`src/rtl/gpio_edge_pkg.sv`:
```
package gpio_edge_pkg;

   // Word-address decode of the register file (low three address bits).
   typedef enum logic [2:0] {
      REG_CTRL = 3'd0,
      REG_DIR  = 3'd1,
      REG_DOUT = 3'd2,
      REG_DIN  = 3'd3,
      REG_REN  = 3'd4,
      REG_FEN  = 3'd5,
      REG_RST  = 3'd6,
      REG_FST  = 3'd7
   } gpio_reg_e;

   localparam int unsigned GPIO_REG_BITS = 3;
   localparam int unsigned GPIO_SWAP_BIT = 0;

endpackage

```
`src/rtl/gpio_sync.sv`:
```
module gpio_sync #(
   parameter int unsigned W      = 16,
   parameter int unsigned STAGES = 2
) (
   input  logic         clk,
   input  logic         rst_n,
   input  logic [W-1:0] async_in,
   output logic [W-1:0] sync_out
);

   logic [W-1:0] stage_q [STAGES];

   always_ff @(posedge clk or negedge rst_n) begin
      if (!rst_n) begin
         for (int s = 0; s < int'(STAGES); s++) stage_q[s] <= '0;
      end else begin
         stage_q[0] <= async_in;
         for (int s = 1; s < int'(STAGES); s++) stage_q[s] <= stage_q[s-1];
      end
   end

   assign sync_out = stage_q[STAGES-1];

endmodule

```
`src/rtl/gpio_edge_unit.sv`:
```
module gpio_edge_unit #(
   parameter int unsigned W = 16
) (
   input  logic         clk,
   input  logic         rst_n,
   input  logic [W-1:0] level,
   input  logic [W-1:0] en_rise,
   input  logic [W-1:0] en_fall,
   input  logic [W-1:0] clr_rise,
   input  logic [W-1:0] clr_fall,
   output logic [W-1:0] edge_rise,
   output logic [W-1:0] edge_fall,
   output logic [W-1:0] st_rise,
   output logic [W-1:0] st_fall
);

   for (genvar b = 0; b < int'(W); b++) begin : g_bit
      logic prev_q;
      logic rise_q;
      logic fall_q;
      logic up;
      logic down;

      assign up   =  level[b] & ~prev_q;
      assign down = ~level[b] &  prev_q;

      always_ff @(posedge clk or negedge rst_n) begin
         if (!rst_n) begin
            prev_q <= 1'b0;
            rise_q <= 1'b0;
            fall_q <= 1'b0;
         end else begin
            prev_q <= level[b];
            // set term is ORed after the clear: a same-cycle edge wins
            rise_q <= (rise_q & ~clr_rise[b]) | (up   & en_rise[b]);
            fall_q <= (fall_q & ~clr_fall[b]) | (down & en_fall[b]);
         end
      end

      assign edge_rise[b] = up;
      assign edge_fall[b] = down;
      assign st_rise[b]   = rise_q;
      assign st_fall[b]   = fall_q;
   end

endmodule

```
`src/rtl/gpio_byte_swap.sv`:
```
module gpio_byte_swap #(
   parameter int unsigned W = 16
) (
   input  logic         swap_on,
   input  logic [W-1:0] din,
   output logic [W-1:0] dout
);

   localparam int unsigned NBYTES = W / 8;

   logic [W-1:0] reversed;

   for (genvar k = 0; k < int'(NBYTES); k++) begin : g_byte
      assign reversed[8*k +: 8] = din[8*(NBYTES-1-k) +: 8];
   end

   assign dout = swap_on ? reversed : din;

endmodule

```
`src/rtl/gpio_edge_port.sv`:
```
module gpio_edge_port
   import gpio_edge_pkg::*;
#(
   parameter int unsigned WIDTH       = 16,
   parameter int unsigned ADDR_W      = 4,
   parameter int unsigned SYNC_STAGES = 2,
   parameter bit          SWAP_EN     = 1'b1
) (
   input  logic              clk,
   input  logic              rst_n,
   input  logic              bus_sel,
   input  logic              bus_we,
   input  logic [ADDR_W-1:0] bus_addr,
   input  logic [WIDTH-1:0]  bus_wdata,
   output logic [WIDTH-1:0]  bus_rdata,
   input  logic [WIDTH-1:0]  pin_in,
   output logic [WIDTH-1:0]  pin_out,
   output logic [WIDTH-1:0]  pin_oe,
   output logic              irq
);

   localparam int unsigned HI_BITS = ADDR_W - GPIO_REG_BITS;

   // ---------------- elaboration-time parameter checks ----------------
   if (WIDTH < 8) begin : g_bad_width
      $error("gpio_edge_port: WIDTH must be at least 8");
   end
   if (SWAP_EN && (WIDTH % 8 != 0)) begin : g_bad_swap
      $error("gpio_edge_port: byte swap needs WIDTH to be a whole number of bytes");
   end
   if (SYNC_STAGES < 2) begin : g_bad_sync
      $error("gpio_edge_port: SYNC_STAGES must be 2 or more");
   end
   if (ADDR_W < 4) begin : g_bad_addr
      $error("gpio_edge_port: ADDR_W must be at least 4");
   end

   // ---------------- bus decode ----------------
   logic      wr_acc;
   logic      rd_acc;
   logic      addr_hit;
   gpio_reg_e reg_sel;

   assign wr_acc   = bus_sel &  bus_we;
   assign rd_acc   = bus_sel & ~bus_we;
   assign addr_hit = (bus_addr[ADDR_W-1 -: HI_BITS] == '0);
   assign reg_sel  = gpio_reg_e'(bus_addr[GPIO_REG_BITS-1:0]);

   logic wr_ctrl, wr_dir, wr_dout, wr_ren, wr_fen, wr_rst, wr_fst;
   assign wr_ctrl = wr_acc & addr_hit & (reg_sel == REG_CTRL);
   assign wr_dir  = wr_acc & addr_hit & (reg_sel == REG_DIR);
   assign wr_dout = wr_acc & addr_hit & (reg_sel == REG_DOUT);
   assign wr_ren  = wr_acc & addr_hit & (reg_sel == REG_REN);
   assign wr_fen  = wr_acc & addr_hit & (reg_sel == REG_FEN);
   assign wr_rst  = wr_acc & addr_hit & (reg_sel == REG_RST);
   assign wr_fst  = wr_acc & addr_hit & (reg_sel == REG_FST);

   // ---------------- byte-order stage ----------------
   logic             swap_q;
   logic [WIDTH-1:0] wdata_int;
   logic [WIDTH-1:0] rd_core;
   logic [WIDTH-1:0] rd_bus;

   if (SWAP_EN) begin : g_swap
      always_ff @(posedge clk or negedge rst_n) begin
         if (!rst_n)       swap_q <= 1'b0;
         else if (wr_ctrl) swap_q <= bus_wdata[GPIO_SWAP_BIT];
      end

      gpio_byte_swap #(.W(WIDTH)) u_wr_swap (
         .swap_on (swap_q),
         .din     (bus_wdata),
         .dout    (wdata_int)
      );

      gpio_byte_swap #(.W(WIDTH)) u_rd_swap (
         .swap_on (swap_q),
         .din     (rd_core),
         .dout    (rd_bus)
      );
   end else begin : g_noswap
      assign swap_q    = 1'b0;
      assign wdata_int = bus_wdata;
      assign rd_bus    = rd_core;
   end

   // ---------------- configuration registers ----------------
   logic [WIDTH-1:0] dir_q;
   logic [WIDTH-1:0] dout_q;
   logic [WIDTH-1:0] en_rise;
   logic [WIDTH-1:0] en_fall;

   always_ff @(posedge clk or negedge rst_n) begin
      if (!rst_n) begin
         dir_q   <= '0;
         dout_q  <= '0;
         en_rise <= '0;
         en_fall <= '0;
      end else begin
         if (wr_dir)  dir_q   <= wdata_int;
         if (wr_dout) dout_q  <= wdata_int;
         if (wr_ren)  en_rise <= wdata_int;
         if (wr_fen)  en_fall <= wdata_int;
      end
   end

   assign pin_oe  = dir_q;
   assign pin_out = dout_q;

   // ---------------- input path ----------------
   logic [WIDTH-1:0] din_sync;

   gpio_sync #(.W(WIDTH), .STAGES(SYNC_STAGES)) u_sync (
      .clk      (clk),
      .rst_n    (rst_n),
      .async_in (pin_in),
      .sync_out (din_sync)
   );

   logic [WIDTH-1:0] clr_rise;
   logic [WIDTH-1:0] clr_fall;
   logic [WIDTH-1:0] edge_rise;
   logic [WIDTH-1:0] edge_fall;
   logic [WIDTH-1:0] st_rise;
   logic [WIDTH-1:0] st_fall;

   assign clr_rise = wr_rst ? wdata_int : '0;
   assign clr_fall = wr_fst ? wdata_int : '0;

   gpio_edge_unit #(.W(WIDTH)) u_edge (
      .clk       (clk),
      .rst_n     (rst_n),
      .level     (din_sync),
      .en_rise   (en_rise),
      .en_fall   (en_fall),
      .clr_rise  (clr_rise),
      .clr_fall  (clr_fall),
      .edge_rise (edge_rise),
      .edge_fall (edge_fall),
      .st_rise   (st_rise),
      .st_fall   (st_fall)
   );

   // ---------------- interrupt ----------------
   logic irq_q;

   always_ff @(posedge clk or negedge rst_n) begin
      if (!rst_n) irq_q <= 1'b0;
      else        irq_q <= |((st_rise & en_rise) | (st_fall & en_fall));
   end

   assign irq = irq_q;

   // ---------------- read path ----------------
   logic [WIDTH-1:0] ctrl_word;
   logic [WIDTH-1:0] rd_next;
   logic [WIDTH-1:0] rdata_q;

   assign ctrl_word = {{(WIDTH-1){1'b0}}, swap_q};

   always_comb begin
      unique case (reg_sel)
         REG_DIR:  rd_core = dir_q;
         REG_DOUT: rd_core = dout_q;
         REG_DIN:  rd_core = din_sync;
         REG_REN:  rd_core = en_rise;
         REG_FEN:  rd_core = en_fall;
         REG_RST:  rd_core = st_rise;
         REG_FST:  rd_core = st_fall;
         default:  rd_core = '0;
      endcase
   end

   always_comb begin
      if (!addr_hit)                rd_next = '0;
      else if (reg_sel == REG_CTRL) rd_next = ctrl_word;
      else                          rd_next = rd_bus;
   end

   always_ff @(posedge clk or negedge rst_n) begin
      if (!rst_n)      rdata_q <= '0;
      else if (rd_acc) rdata_q <= rd_next;
   end

   assign bus_rdata = rdata_q;

endmodule

```
`config.mk`:
```
export PLATFORM = sky130hd
export DESIGN_NAME = gpio_edge_port
export DESIGN_NICKNAME = d
export VERILOG_FILES = /design/src/rtl/gpio_edge_pkg.sv /design/src/rtl/gpio_sync.sv /design/src/rtl/gpio_edge_unit.sv /design/src/rtl/gpio_byte_swap.sv /design/src/rtl/gpio_edge_port.sv
export SDC_FILE = /design/constraint.sdc
export NUM_CORES = 1
export LEC_CHECK = 0
export BUFFER_PORTS_ARGS = -buffer_cell sky130_fd_sc_hd__buf_2
export CORE_MARGIN = 2
export CORE_UTILIZATION = 64
export DETAILED_ROUTE_END_ITERATION = 8
export PLACE_DENSITY = 0.93
export REMOVE_ABC_BUFFERS = 1
export SYNTH_ARGS = -nofsm -noshare
export SYNTH_HDL_FRONTEND = slang
export SYNTH_HIERARCHICAL = 1
export SYNTH_SLANG_ARGS = --single-unit
```
`constraint.sdc`:
```
create_clock -name clk -period 5.6 [get_ports clk]
set_clock_uncertainty 0.05 [all_clocks]
set_input_delay 0 -clock clk [delete_from_list [all_inputs] [get_ports clk]]
set_output_delay 0 -clock clk [all_outputs]
set_load 0.005 [all_outputs]
```
=== After elaboration in Yosys (flattened, before gate mapping) ===
Cells that the tools add are included.

* Register bits after elaboration: 162
* Input port bits: 40
* Output and inout port bits: 49
* Logic and storage cells: 280

* Eq/ne operators: 7
* Muxes and demuxes: 7
* Bitwise operators: 207
* Reduce and logical (&&, ||, !) cells: 2

{| class="wikitable"
|+ Operator list
! kind !! number
|-
| case mux 16 bit (7 select lines) || 1
|-
| bitwise AND 1 bit || 106
|-
| two-way mux 16 bit || 6
|-
| inverter 1 bit || 66
|-
| bitwise AND 16 bit || 2
|-
| bitwise OR 1 bit || 32
|-
| bitwise OR 16 bit || 1
|-
| OR reduction 16 bit || 1
|-
| == test 3 bit, second input constant || 4
|-
| == test 3 x 2 -> 1 bit, second input constant || 2
|-
| == test 3 x 1 -> 1 bit, second input constant || 1
|-
| zero test 3 bit || 1
|}

=== Logic depth before layout (Yosys ltp) ===
* Depth in word-level cells: 7
* Gate-level depth with buffers: 9
* Mapped depth without buffers: 6

=== By module ===
Netlist, hierarchy kept.

{| class="wikitable"
|+ By module, submodules not included
! module !! times used !! cells each !! area an instance (um^2) !! sequential area each (um^2)
|-
| gpio_edge_port || 1 || 359 || 4,561.9 || 2,052.0
|-
| gpio_edge_unit || 1 || 208 || 2,513.7 || 1,201.2
|-
| gpio_sync || 1 || 48 || 920.9 || 800.8
|-
| gpio_byte_swap || 2 || 18 || 249.0 || 0.0
|}

=== Worst setup path after synthesis ===
No wires, ideal clock.

* Path kind: register -> register
* From: register u_edge.g_bit[0].fall_q
* To: register rdata_q[0], in the netlist bus_rdata[0]
* Setup time: 0.133 ns
* Arrival time: 1.620 ns
* Data required time: 5.417 ns
* Slack: 3.797 ns
* Cell stages (with the launch flop): 8
* Path buffers: 1
* Clock period less this slack: 1.803 ns
* Cells stage by stage: dfrtp_1 buf_4 mux2_2 a22o_1 a211o_1 mux2_2 mux2i_1 o31ai_1

* Longest elaborated chain between the ends: 4

{| class="wikitable"
|+ Ends and longest elaborated chain
! element !! RTL line !! source
|-
| start, declared || gpio_edge_unit.sv:20 || <nowiki>logic fall_q;</nowiki>
|-
| start signal, assigned || gpio_edge_unit.sv:36 || <nowiki>fall_q <= (fall_q & ~clr_fall[b]) | (down & en_fall[b]);</nowiki>
|-
| case mux 16 bit (7 select lines) || gpio_edge_port.sv:162 || <nowiki>unique case (reg_sel)</nowiki>
|-
| named net rd_core[0] || gpio_edge_port.sv:61 || <nowiki>logic [WIDTH-1:0] rd_core;</nowiki>
|-
| two-way mux 16 bit || gpio_byte_swap.sv:17 || <nowiki>assign dout = swap_on ? reversed : din;</nowiki>
|-
| named net rd_bus[0] || gpio_edge_port.sv:62 || <nowiki>logic [WIDTH-1:0] rd_bus;</nowiki>
|-
| two-way mux 16 bit || gpio_edge_port.sv:176 || <nowiki>else if (reg_sel == REG_CTRL) rd_next = ctrl_word;</nowiki>
|-
| two-way mux 16 bit || gpio_edge_port.sv:175 || <nowiki>if (!addr_hit) rd_next = '0;</nowiki>
|-
| end signal, assigned || gpio_edge_port.sv:182 || <nowiki>else if (rd_acc) rdata_q <= rd_next;</nowiki>
|-
| end, declared || gpio_edge_port.sv:157 || <nowiki>logic [WIDTH-1:0] rdata_q;</nowiki>
|}

The timed path passes the listed nets, and every way through them passes these cells.
A chain may end at the register's enable or synchronous reset.

=== Final worst setup path ===
* From: register swap_q
* To: register dout_q[10], in the netlist pin_out[10]

* Longest elaborated chain between the ends: 1

{| class="wikitable"
|+ Ends and longest elaborated chain
! element !! RTL line !! source
|-
| start, declared || gpio_edge_port.sv:59 || <nowiki>logic swap_q;</nowiki>
|-
| start signal, assigned || gpio_edge_port.sv:67 || <nowiki>else if (wr_ctrl) swap_q <= bus_wdata[GPIO_SWAP_BIT];</nowiki>
|-
| two-way mux 16 bit || gpio_byte_swap.sv:17 ||
|-
| named net wdata_int[10] || gpio_edge_port.sv:60 || <nowiki>logic [WIDTH-1:0] wdata_int;</nowiki>
|-
| end signal, assigned || gpio_edge_port.sv:101 || <nowiki>if (wr_dout) dout_q <= wdata_int;</nowiki>
|-
| end, declared || gpio_edge_port.sv:89 || <nowiki>logic [WIDTH-1:0] dout_q;</nowiki>
|}

The timed path passes the listed nets, and every way through them passes these cells.

==> impl_metrics.env <==
export IMPL_setup_worst_path_start="swap_q$_DFFE_PN0P_"
export IMPL_grtUsageTotal_pct=30.3
export IMPL_hold_viol=0
export IMPL_outcome="completed"
export IMPL_place_congestion=0.854
export IMPL_die_h_um=118
export IMPL_die_area_sq_mm=0.0138
export IMPL_viasPerCell=6.43
export IMPL_cts_buffers_inserted=17
export IMPL_grt_max_degree=96
export IMPL_finalCriticalPeriod_ns=2.56
export IMPL_min_path_type="in -> reg"
export IMPL_dp_cells=799
export IMPL_worstSkewPairLatency_ns=0.43
export IMPL_tightest_slew_ns=1.22
export IMPL_ios=89
export IMPL_nets=724
export IMPL_wl_per_cell_um=23.5
export IMPL_via_count=5582
export IMPL_drive_above_1_share_pct=37.5
export IMPL_cp_required_ns=5.86
export IMPL_yosysWarnings=6
export IMPL_antenna_found_initial=0
export IMPL_path_clk_slew_ns=0.07
export IMPL_hp_start="bus_wdata[5]"
export IMPL_start_util_pct=65.4
export IMPL_maxCapViolations=0
export IMPL_drv_slew=0
export IMPL_critPathMaxFanout=34
export IMPL_crit_type="reg -> reg"
export IMPL_core_area_sq_mm=0.0126
export IMPL_tritoncts="built"
export IMPL_drt_initial_drc_count=588
export IMPL_grt_pass1_wl_mm=31.9
export IMPL_detailed_place_hpwl_mm=12.3
export IMPL_synth_cells=619
export IMPL_fin_cells=868
export IMPL_area_delta_synth_final_pct=12.6
export IMPL_io_buffers=88
export IMPL_rsz0062_at_grt="no"
export IMPL_max_freq_mhz=391
export IMPL_cp_arrival_ns=2.81
export IMPL_grt_pass1_vias=5787
export IMPL_p_leak_nw=4.26
export IMPL_drc=0
export IMPL_final_cell_mix="dfrtp_1 (161), buf_2 (87), a22o_1 (77)"
export IMPL_clkPwrFrac_pct=34.0
export IMPL_p_sw_share_pct=28.1
export IMPL_cts_sinks=162
export IMPL_wl_mm=20.4
export IMPL_finalSetupTns_ns=0
export IMPL_cp_start_kind="flip-flop"
export IMPL_cts_htree_levels=4
export IMPL_slew_headroom_pct=18.2
export IMPL_first_pass_iters=5
export IMPL_rr_startpoint="swap_q$_DFFE_PN0P_"
export IMPL_post_cts_resized=0
export IMPL_rows=41
export IMPL_setup_viol=0
export IMPL_power_combinational_fraction_pct=20.6
export IMPL_switchingPower_w=0.00102
export IMPL_grt_ovfl_total=0
export IMPL_die_w_um=118
export IMPL_vdd_ir_drop_worst_uv=353
export IMPL_synth_area_sq_mm=0.00825
export IMPL_diodes=0
export IMPL_root_buffer="clkbuf_16"
export IMPL_detail_route_antenna_nets=0
export IMPL_power_density_mw_per_mm2=392
export IMPL_p_int_w=0.00262
export IMPL_finalCritPeriodShare_pct=45.6
export IMPL_clockBufferDepth=2
export IMPL_layout_commonest_cell="dfrtp_1"
export IMPL_critPathCaptureType="flip-flop"
export IMPL_avgSynthCellArea_sq_um=13.3
export IMPL_seqPwrFrac_pct=45.4
[critical path, cell delays in order (launching register included)]
cell	delay (ns)
dfrtp_2	1.03
mux2_4	0.37
dlygate4sd3_1	0.66
mux2_2	0.30
[through the flow]
step                      setup WS, ns  total power, W  hold slack, ns  util, %  instance area [sq um]
after global placement            2.92         0.00229         -0.0363     65.7                   8290
after CTS                         3.08         0.00361         0.00976     73.6                   9290
final                             3.04         0.00364          0.0202     73.6                   9290
after floorplan                   3.50         0.00205          -0.346        -                   7610
after detailed placement          2.79         0.00235         -0.0249     65.7                   8290
after global routing              2.98         0.00376          0.0254     73.6                   9290
[flip-flops by register name, summed over array words and instances, names as in the netlist]
register and cells:
bus_rdata 16, en_fall 16, en_rise 16, irq 1, pin_oe 16, pin_out 16, swap_q 1, u_edge/g_bit.fall_q 16
u_edge/g_bit.prev_q 16, u_edge/g_bit.rise_q 16, u_sync/stage_q 16, u_sync/sync_out 16
[power by group through the flow]
stage	Combinational (W)	Clock [W]	Sequential, W
5_1_grt	0.000795	0.00129	0.00168
2_1_floorplan	0.000467	0	0.00158
4_1_cts	0.000738	0.00124	0.00164
3_3_place_gp	0.000664	0	0.00163
3_5_place_dp	0.000699	0	0.00165
6_report	0.000750	0.00124	0.00166
[worst paths after layout]
path / slack (ns) / endpoint / cells after the start
max in group asynchronous: 3.82 / en_rise[15]$_DFFE_PN0P_ / 3
min in group asynchronous: 0.09 / u_sync/stage_q[21]$_DFF_PN0_ / 2
max: 3.04 / pin_out[10]$_DFFE_PN0P_ / 3
min: 0.02 / en_fall[13]$_DFFE_PN0P_ / 3
max reg2reg: 3.04 / pin_out[10]$_DFFE_PN0P_ / 3
min reg2reg: 0.30 / u_sync/sync_out[15]$_DFF_PN0_ / 0
[repair_timing]
item	4_1_cts	5_1_grt
hold buffers	38	0
endpoints found under the hold margin	136	0
setup buffers	0	0
[per-layer routing]
| metal | vias up | routed length (um) | track usage (%) | part of all wire, % |
|---|---|---|---|---|
| li1 | 2311 | - | - | - |
| met1 | 2795 | 7830 | 38.3 | 38 |
| met2 | 386 | 9970 | 49.3 | 49 |
| met3 | 90 | 1680 | 6.78 | 8.2 |
| met4 | 0 | 927 | 15.8 | 4.5 |
| met5 | - | 0 | 0 | 0 |
[area by class of cell]
type	instances	area (sq um)
multi-input combinational	343	3430
inverter	32	120
sequential	162	4060
clock buffer	22	474
timing repair buffer	128	842
clock inverter	9	154
fill	789	3330
tap	172	215
No activity file was read; power rests on OpenSTA's default activity.
